**src/rtl/dspc_pkg.sv**
```systemverilog
package dspc_pkg;

    typedef enum logic [3:0] {
        OP_SEQ      = 4'd0,
        OP_LJMP     = 4'd1,
        OP_LCALL_LR = 4'd2,
        OP_LCALL_A  = 4'd3,
        OP_LCALL_B  = 4'd4,
        OP_RET_LR   = 4'd5,
        OP_RET_A    = 4'd6,
        OP_RET_B    = 4'd7,
        OP_SJMP     = 4'd8,
        OP_CALL     = 4'd9,
        OP_RET      = 4'd10
    } pc_op_e;

endpackage

```
**src/rtl/dspc_space_dec.sv**
```systemverilog
module dspc_space_dec #(
    parameter int ADDR_W  = 24,
    parameter int LOCAL_W = 9
) (
    input  logic [ADDR_W-1:0] addr,
    output logic              is_shared
);
    // Any set bit above the local window marks a shared-memory address.
    assign is_shared = |addr[ADDR_W-1:LOCAL_W];
endmodule

```
**src/rtl/dspc_ret_stack.sv**
```systemverilog
module dspc_ret_stack #(
    parameter int DEPTH = 4,
    parameter int W     = 24
) (
    input  logic         clk,
    input  logic         rst_n,
    input  logic         push,
    input  logic         pop,
    input  logic [W-1:0] din,
    output logic [W-1:0] top
);
    localparam int CNT_W = $clog2(DEPTH + 1);

    logic [W-1:0]     ent_q   [DEPTH];
    logic [W-1:0]     from_up [DEPTH];
    logic [W-1:0]     from_dn [DEPTH];
    logic [CNT_W-1:0] cnt_q;
    logic [CNT_W-1:0] cnt_d;

    // Entry 0 is the newest; pushes shift toward DEPTH-1, pops shift back.
    for (genvar i = 0; i < DEPTH; i++) begin : g_ent
        if (i == 0) begin : g_head
            assign from_up[i] = din;
        end else begin : g_body
            assign from_up[i] = ent_q[i-1];
        end
        if (i == DEPTH - 1) begin : g_tail
            assign from_dn[i] = '0;
        end else begin : g_inner
            assign from_dn[i] = ent_q[i+1];
        end

        always_ff @(posedge clk or negedge rst_n) begin
            if (!rst_n) begin
                ent_q[i] <= '0;
            end else if (push) begin
                ent_q[i] <= from_up[i];
            end else if (pop) begin
                ent_q[i] <= from_dn[i];
            end
        end
    end

    always_comb begin
        cnt_d = cnt_q;
        if (push && (cnt_q < CNT_W'(DEPTH))) begin
            cnt_d = cnt_q + CNT_W'(1);
        end else if (pop && (cnt_q != '0)) begin
            cnt_d = cnt_q - CNT_W'(1);
        end
    end

    always_ff @(posedge clk or negedge rst_n) begin
        if (!rst_n) begin
            cnt_q <= '0;
        end else begin
            cnt_q <= cnt_d;
        end
    end

    assign top = (cnt_q != '0) ? ent_q[0] : '0;
endmodule

```
**src/rtl/dspc_unit.sv**
```systemverilog
module dspc_unit
    import dspc_pkg::*;
#(
    parameter int ADDR_W  = 24,
    parameter int LOCAL_W = 9,
    parameter int DEPTH   = 4
) (
    input  logic               clk,
    input  logic               rst_n,
    input  logic               dec_valid,
    input  logic [3:0]         op,
    input  logic [15:0]        imm_addr,
    input  logic               ext_valid,
    input  logic [ADDR_W-17:0] ext_hi,
    input  logic [ADDR_W-1:0]  cur_pc,
    output logic [ADDR_W-1:0]  next_pc,
    output logic               shared_mode,
    output logic               flush,
    output logic               lr_we,
    output logic               push_a,
    output logic               push_b,
    output logic               pop_a,
    output logic               pop_b
);
    localparam int EXT_W = ADDR_W - 16;
    localparam int N_STK = 2;

    typedef struct packed {
        logic [ADDR_W-1:0]  pc;
        logic               shared;
        logic               flush;
        logic               lr_we;
        logic               push_a;
        logic               push_b;
        logic               pop_a;
        logic               pop_b;
        logic [ADDR_W-1:0]  lr;
        logic [LOCAL_W-1:0] lret;
    } pcu_state_t;

    pcu_state_t        st_d;
    pcu_state_t        st_q;
    logic [ADDR_W-1:0] long_tgt;
    logic [ADDR_W-1:0] seq_pc;
    logic [ADDR_W-1:0] tgt;
    logic              tgt_shared;
    logic              taken;
    logic [N_STK-1:0]  stk_push;
    logic [N_STK-1:0]  stk_pop;
    logic [ADDR_W-1:0] stk_top [N_STK];

    for (genvar s = 0; s < N_STK; s++) begin : g_stk
        dspc_ret_stack #(
            .DEPTH (DEPTH),
            .W     (ADDR_W)
        ) i_stk (
            .clk   (clk),
            .rst_n (rst_n),
            .push  (stk_push[s]),
            .pop   (stk_pop[s]),
            .din   (seq_pc),
            .top   (stk_top[s])
        );
    end

    dspc_space_dec #(
        .ADDR_W  (ADDR_W),
        .LOCAL_W (LOCAL_W)
    ) i_space (
        .addr      (tgt),
        .is_shared (tgt_shared)
    );

    assign long_tgt = {(ext_valid ? ext_hi : EXT_W'(0)), imm_addr};
    assign seq_pc   = cur_pc + ADDR_W'(1);

    always_comb begin
        st_d        = st_q;
        st_d.flush  = 1'b0;
        st_d.lr_we  = 1'b0;
        st_d.push_a = 1'b0;
        st_d.push_b = 1'b0;
        st_d.pop_a  = 1'b0;
        st_d.pop_b  = 1'b0;
        tgt         = '0;
        taken       = 1'b0;
        stk_push    = '0;
        stk_pop     = '0;

        if (dec_valid) begin
            st_d.pc = seq_pc;
            case (op)
                OP_LJMP: begin
                    tgt   = long_tgt;
                    taken = 1'b1;
                end
                OP_LCALL_LR: begin
                    tgt        = long_tgt;
                    taken      = 1'b1;
                    st_d.lr    = seq_pc;
                    st_d.lr_we = 1'b1;
                end
                OP_LCALL_A: begin
                    tgt         = long_tgt;
                    taken       = 1'b1;
                    stk_push[0] = 1'b1;
                    st_d.push_a = 1'b1;
                end
                OP_LCALL_B: begin
                    tgt         = long_tgt;
                    taken       = 1'b1;
                    stk_push[1] = 1'b1;
                    st_d.push_b = 1'b1;
                end
                OP_RET_LR: begin
                    tgt   = st_q.lr;
                    taken = 1'b1;
                end
                OP_RET_A: begin
                    tgt        = stk_top[0];
                    taken      = 1'b1;
                    stk_pop[0] = 1'b1;
                    st_d.pop_a = 1'b1;
                end
                OP_RET_B: begin
                    tgt        = stk_top[1];
                    taken      = 1'b1;
                    stk_pop[1] = 1'b1;
                    st_d.pop_b = 1'b1;
                end
                OP_SJMP: begin
                    tgt   = ADDR_W'(imm_addr[LOCAL_W-1:0]);
                    taken = 1'b1;
                end
                OP_CALL: begin
                    if (!st_q.shared) begin
                        tgt       = ADDR_W'(imm_addr[LOCAL_W-1:0]);
                        taken     = 1'b1;
                        st_d.lret = seq_pc[LOCAL_W-1:0];
                    end
                end
                OP_RET: begin
                    if (!st_q.shared) begin
                        tgt   = ADDR_W'(st_q.lret);
                        taken = 1'b1;
                    end
                end
                default: begin
                end
            endcase

            if (taken) begin
                st_d.pc     = tgt;
                st_d.shared = tgt_shared;
                st_d.flush  = 1'b1;
            end
        end
    end

    always_ff @(posedge clk or negedge rst_n) begin
        if (!rst_n) begin
            st_q <= '0;
        end else begin
            st_q <= st_d;
        end
    end

    assign next_pc     = st_q.pc;
    assign shared_mode = st_q.shared;
    assign flush       = st_q.flush;
    assign lr_we       = st_q.lr_we;
    assign push_a      = st_q.push_a;
    assign push_b      = st_q.push_b;
    assign pop_a       = st_q.pop_a;
    assign pop_b       = st_q.pop_b;
endmodule

```
**config.mk**
```make
export PLATFORM = sky130hd
export DESIGN_NAME = dspc_unit
export DESIGN_NICKNAME = d
export VERILOG_FILES = /design/src/rtl/dspc_pkg.sv /design/src/rtl/dspc_space_dec.sv /design/src/rtl/dspc_ret_stack.sv /design/src/rtl/dspc_unit.sv
export SDC_FILE = /design/constraint.sdc
export NUM_CORES = 1
export LEC_CHECK = 0
export ABC_AREA = 1
export BUFFER_PORTS_ARGS = -buffer_cell sky130_fd_sc_hd__buf_2
export CORE_MARGIN = 3
export CORE_UTILIZATION = 50
export DETAILED_ROUTE_END_ITERATION = 8
export PLACE_DENSITY = 0.75
export SLEW_MARGIN = 15
export SYNTH_ARGS = -nofsm -noshare
export SYNTH_HDL_FRONTEND = slang
export SYNTH_SLANG_ARGS = --single-unit
```
**constraint.sdc**
```tcl
create_clock -name clk -period 4.6 [get_ports clk]
set_input_delay 0.23 -clock clk [delete_from_list [all_inputs] [get_ports clk]]
set_output_delay 0.23 -clock clk [all_outputs]
set_load 0.01 [all_outputs]
```
==> results of run 1 <==
[through the flow]
step / hold slack [ns] / worst slack (ns) / utilization [%]
after floorplan: -0.0656 / 3.03 / -
after global placement: 0.427 / 1.57 / 52.9
after detailed placement: 0.434 / 1.50 / 52.9
after CTS: 0.0231 / 2.05 / 56.2
after global routing: 0.0617 / 1.59 / 56.2
final: 0.0330 / 2.03 / 56.2
[cell type report]
cell class / count / area, um2 / area share [%]
clock inverter: 8 / 65.1 / 0.472
sequential: 262 / 6560 / 47.6
tap: 324 / 405 / 2.94
clock buffer: 38 / 737 / 5.35
multi-input combinational: 992 / 4840 / 35.1
inverter: 169 / 636 / 4.61
timing repair buffer: 99 / 541 / 3.92
[layer usage]
metal	track usage [%]	part of all wire, %	vias up
met5	0	0	-
met4	6.67	2.5	0
met3	3.76	7.2	54
met2	36.5	46	408
met1	36.1	45	5140
li1	-	-	5030
[how the worst max path moves through the flow]
stage | start | to | slack, ns | cells after the start
global route | op[3] | g_stk[0].i_stk.cnt_q[2] | 1.59 | 8
floorplan | dec_valid | g_stk[0].i_stk.cnt_q[2] | 3.03 | 7
finish | op[3] | g_stk[0].i_stk.cnt_q[2] | 2.03 | 8
global placement | op[3] | g_stk[0].i_stk.cnt_q[2] | 1.57 | 8
detailed placement | op[3] | g_stk[0].i_stk.cnt_q[2] | 1.50 | 8
CTS | op[3] | g_stk[0].i_stk.cnt_q[2] | 2.05 | 8
[synth_stat cells, types with 3 or more instances]
master | instances | area share [%]
nor3_1 | 3 | 0.12
nand3_1 | 68 | 2.7
nand2_1 | 435 | 13
nand4_1 | 8 | 0.40
o22ai_1 | 39 | 1.9
buf_4 | 26 | 1.6
o21bai_1 | 5 | 0.30
xor2_1 | 19 | 1.3
clkinv_1 | 3 | 0.090
o221ai_1 | 39 | 2.7
clkbuf_1 | 41 | 1.2
a21oi_1 | 36 | 1.4
xnor2_1 | 5 | 0.35
o21ai_1 | 7 | 0.28
dfrtp_1 | 262 | 52
inv_1 | 159 | 4.8
buf_2 | 28 | 1.1
buf_1 | 7 | 0.21
o211ai_1 | 28 | 1.7
inv_2 | 6 | 0.18
a22oi_1 | 16 | 0.96
nor2_1 | 75 | 2.2
o21ai_0 | 190 | 7.6
nand2_2 | 4 | 0.20
[cell families after synthesis]
family | Yosys count | synth area share [%]
AO/OA/AOI/OAI | 363 | 17.1
XOR/XNOR | 24 | 1.67
adder cells (fa/ha/maj) | 3 | 0.418
buffers and inverters | 273 | 9.34
flip-flops | 262 | 52.2
AND/OR/NAND/NOR | 602 | 19.2
[worst min-delay path: cells and delay by family]
| family | cells | cell delay (ns) |
|---|---|---|
| AND/OR/NAND/NOR | 4 | 0.23 |
| buffers and inverters | 1 | 0.09 |
[sequential cells by signal, indices dropped and copies added (netlist names)]
| name | count |
|---|---|
| g_stk.i_stk.ent_q | 192 |
| pop_a | 1 |
| lr_we | 1 |
| g_stk.i_stk.cnt_q | 6 |
| shared_mode | 1 |
| push_a | 1 |
| next_pc | 24 |
| push_b | 1 |
| flush | 1 |
| st_q | 33 |
| pop_b | 1 |
[repair_timing]
action	4_1_cts	5_1_grt
setup buffers	0	0
endpoints found under the hold margin	131	0
hold buffers	1	0
[report_power, final]
part | internal [W] | switching (W) | leakage, nW | total (W)
clock network | 0.00116 | 0.000890 | 0.399 | 0.00205
logic | 0.000429 | 0.000697 | 3.15 | 0.00113
registers | 0.00289 | 0.000361 | 3.28 | 0.00325
==> results.md, run 1 <==
- Placed Instances: 1,845
- WS Path Type: in2reg
- Most frequent cells in the layout: nand2_1 (433), dfrtp_1 (262), o21ai_0 (190)
- Reg2reg end: next_pc[1]
- Avg Cell Area, Syn: approximately 8.2 um2
- Synth Warn #: 0
- Total CTS buffers: 27
- Startpoint types: input pin
- First-pass GRT wire length: between 50,000 and 60,000 um
- Ant diodes: 0
- Row count: 57
- PwrDens: 466 nW/um2
- Maximum clock path buffer count: 3
- Hold Crit Depth: 5
- Layout cells sized above 1: 9.95%
- Slowest cell on crit path: inv_2
- WP data arrival: 3.02 ns
- Hold Path End: next_pc[6]
- Gr ovfl total: 0
- Hpwl dp: around 21,000 um
- Die Ht: 165 um
- Measured slew at the worst slew-check pin: 1.08 ns
- Rel. slew slack: 28.1%
- Leak Pwr: slightly below 7 nW
- Overall Power: 0.00643 W
- Worst skew pair latency: 0.54 ns
- CTS resizes: 0
- Yosys cell types: 39
- Wire per inst: 17.1 um
- Register area share after synthesis: 52.2%
- Root buf cell: clkbuf_16
- IO Port Bufs: 86
- TritonCTS clock tree: built
- Critical path's top delay family: simple AND/OR/NAND/NOR gates
- Post-route clock period utilization: between 50 and 60%
- Peak supply drop: between 0.3 and 0.4 mV
- Routed vias/inst: 5.62
- Commonest non-fill, non-tap cell in the layout: nand2_1
- Io pins: 87
- Status: completed
- Max Cap Violations: 0
- Capturing element type of the critical path: register
- Top_reg_cell synth: dfrtp_1
- RSZ-0062 raised after global routing: false
- Area after DPL: 13,000 um2
- Cell Chain, Critical Path: buf_2 -> nor2_1 -> nand3_2 -> inv_2 -> nand2_1 -> fa_1 -> a21oi_1 -> xor2_1
- RR Startpoint: g_stk[1].i_stk.cnt_q[0]
- Die area: 27,100 um2
- Initial core utilization: between 50 and 60%
- Fill cells: approximately 2,200
- Vias in the first global route: slightly below 10,000
- Routed Wire Length: 32,400 um
- GRT Util Overall: 24.0%
- Largest net degree at the start of global routing: 135
- H-tree Lvls: 1
- Final net count: 1,610
- Post-Syn Area: 12,600 um2
- Buf/Inv on CP: 2
- Min-delay src: imm_addr[6]
- Synth Instances: around 1,500
- Area grow syn2layout: 9.71%
- Fmax achieved: 389 MHz
- R2r setup slk: 2.36 ns
- Required time of the critical path: 5.05 ns
- Pins Over Slew Limit: 0
- Post-synth ARST share: 100%
- Final instance area: between 10,000 and 15,000 um2
- Yosys reg bits: roughly 260
- Die width: roughly 160 um
- # setup viols final: 0
- Setup Skew: 0.0170 ns
- Syn Nets: 1,586
- CTS sink count: 262
- Final hold vios: 0
- Hold crit path type: in2reg
- Clock Pin Slew Worst Setup and Hold Paths: 0.06 ns
- Global placer's final weighted congestion: a little under 0.9
- Post-synth EDFFs: 0
- 1st-iter DRT viols: 1,155
- CORE AREA: 24,500 um2
- Slowest cell delay on critical path: 0.79 ns
- Cell Count, Final, Fillers Out: 1,892
- Crit-path max FO: 44
- Crit path time final: 2.57 ns
- Via count: 10,600
- Setup TNS: 0 ns
- Post-route ant nets: 0
- Number of remaining DRC errors: 0
- Worst Reg-to-Reg Cells: 8
- Antenna violations before repair: 0
- Pre-Repair DR Iteration Count: 7
No activity file was read; power rests on OpenSTA's default activity.
==> inputs of run 2 (changes only) <==
clock period = 2.5 ns   (was 4.6 ns; I/O delays follow)
==> results.md, run 2 (synthesized netlist as in run 1, its figures left out) <==
- Status: completed
- Sequential Power Share: 49.1% (-1.4 points)
- Antenna violations before repair: 2 (+2)
- Most frequent cells in the layout: nand2_1 (432), dfrtp_1 (262), o21ai_0 (190)
- Vias in the first global route: 10,200 (+3.3%)
- Commonest non-fill, non-tap cell in the layout: nand2_1
- Wire per inst: 17.1 um (-0.11%)
- Worst slack at placement: 0.333 ns (-1.17 ns)
- Top reg by flops: g_stk.i_stk.ent_q
- Clock Pin Slew Worst Setup and Hold Paths: 0.06 ns (about the same)
- Gr ovfl total: 0 (unchanged)
- Critical path's top delay family: buffers and inverters
- Pre-Repair DR Iteration Count: 5 (-2)
- # setup viols final: 0 (unchanged)
- Setup Skew: 0.00751 ns (-0.00950 ns)
- Rel. slew slack: 23.7% (-4.4 points)
- Final hold vios: 0 (unchanged)
- CTS sink count: 262 (unchanged)
- PwrDens: 858 nW/um2 (+84%)
- Crit path time final: 2.39 ns
- Layout cells sized above 1: 11.4% (+1.5 points)
- Max Cap Violations: 0 (unchanged)
- Peak supply drop: 0.559 mV (+50%)
- TritonCTS clock tree: built
- Routed Wire Length: 33,000 um (+1.8%)
- Setup TNS: 0 ns (unchanged)
- Leak Pwr: 7.05 nW (+3.1%)
- 1st-iter DRT viols: 904 (-22%)
- NetSw: 0.00365 W (+88%)
- Hold WS: 0.0261 ns (-0.00691 ns)
- Io pins: 87 (unchanged)
- Number of remaining DRC errors: 0 (unchanged)
- Overall Power: 0.0122 W (+90%)
- GRT Util Overall: 24.6% (+0.58 points)
- Total CTS buffers: 28 (+3.7%)
- WS Path Type: reg2reg
- H-tree Lvls: 1 (unchanged)
- Routed vias/inst: 5.58 (-0.67%)
- Die width: 165 um (unchanged)
- Pins Over Slew Limit: 0 (unchanged)
- Global placer's final weighted congestion: 0.934 (+6.4%)
- Required time of the critical path: 2.98 ns (-2.07 ns)
- Worst skew pair latency: 0.54 ns (about the same)
- Combinational power share: 17.4% (about the same)
- CORE AREA: 24,500 um2 (unchanged)
- Die Ht: 165 um (unchanged)
- Slowest cell on crit path: dfrtp_1
- Largest net degree at the start of global routing: 87 (-36%)
- Buf/Inv on CP: 3 (+1)
- Worst setup margin: 0.111 ns (-1.92 ns)
- Startpoint types: register
- First-pass GRT wire length: 53,800 um (+2.7%)
- Cell Chain, Critical Path: inv_1 -> nand2_2 -> nand3_2 -> inv_2 -> a22oi_1 -> nand2_1 -> dlygate4sd3_1
- Post-route clock period utilization: a little over nine tenths
- Hpwl dp: 22,300 um (+4.0%)
- Measured slew at the worst slew-check pin: 1.14 ns (+0.0623 ns)
- Maximum clock path buffer count: 3 (unchanged)
- Capturing element type of the critical path: register
- Crit-path max FO: 16 (-64%)
- Clock power share: 33.5% (+1.6 points)
- Root buf cell: clkbuf_16
- Area grow syn2layout: 13.4%
- RSZ-0062 raised after global routing: false
- IO Port Bufs: 86 (unchanged)
- Row count: 57 (unchanged)
- Die area: 27,100 um2 (unchanged)
- Switch share: 29.9% (-0.41 points)
- Post-route ant nets: 0 (unchanged)
- Slowest cell delay on critical path: 0.60 ns (-0.19 ns)
- Max reg flops: 192 (unchanged)
- Via count: 10,800 (+1.3%)
- Fmax achieved: roughly 420 MHz
- Hold crit path type: in2reg
- Internal power: 0.00857 W (+91%)
- WP data arrival: 2.87 ns (-0.15 ns)
- Initial core utilization: 51.2% (unchanged)
- Final net count: 1,641 (+1.9%)
[run 2: area by class of cell]
class / count / area [um2]
fillers: 2203 / 10300
flip-flops and latches: 262 / 6560
multi-input cells: 992 / 4850
repair buffers: 129 / 863
clock buffers: 42 / 843
inverters: 169 / 639
well taps: 324 / 405
clock inverters: 9 / 86.3
diodes: 2 / 5.00
[run 2: timing repair]
action / CTS / global route
hold buffers: 15 / 0
buffers inserted: 0 / 0
endpoints found under the setup margin: 0 / 2
hold endpoints to repair: 95 / 0
gates resized for setup: 0 / 2
[run 2: layer usage]
layer  track usage (%)  part of all wire (%)  vias up
li1                  -                     -     5109
met1              36.1                    44     5205
met2              38.2                    47      402
met3              3.86                   6.8       51
met4              7.13                   2.2        0
met5                 0                     0        -
[run 2: power groups by stage]
stage               clock (W)  combinational (W)  sequential (W)
floorplan                   0            0.00156         0.00582
global placement            0            0.00198         0.00600
detailed placement          0            0.00208         0.00604
CTS                   0.00417            0.00212         0.00598
global route          0.00437            0.00244         0.00611
finish                0.00410            0.00213         0.00600
[run 2: path summary, 6_finish.rpt]
kind	start	endpoint	slack, ns	depth (start not counted)
worst max-delay path	shared_mode	next_pc[1]	0.11	7
min in group asynchronous	rst_n	next_pc[4]	0.22	2
worst max register to register	shared_mode	next_pc[1]	0.11	7
worst min-delay path	cur_pc[22]	next_pc[22]	0.03	4
max in group asynchronous	rst_n	next_pc[14]	1.41	3
worst min register to register	g_stk[0].i_stk.ent_q[16]	g_stk[0].i_stk.ent_q[16]	0.48	2
[run 2: worst min-delay path, cell delays in order]
cell,delay [ns]
buf_2,0.13
nand3_1,0.11
nand3_1,0.09
o211ai_1,0.08
[run 2: stage by stage]
step	cell area, um2	std cells	util, %
final	14200	1929	58.1
after global routing	14200	1929	58.1
after CTS	14200	1927	58.0
after detailed placement	13200	1861	53.6
after global placement	13200	1861	53.6
after floorplan	12600	1527	-
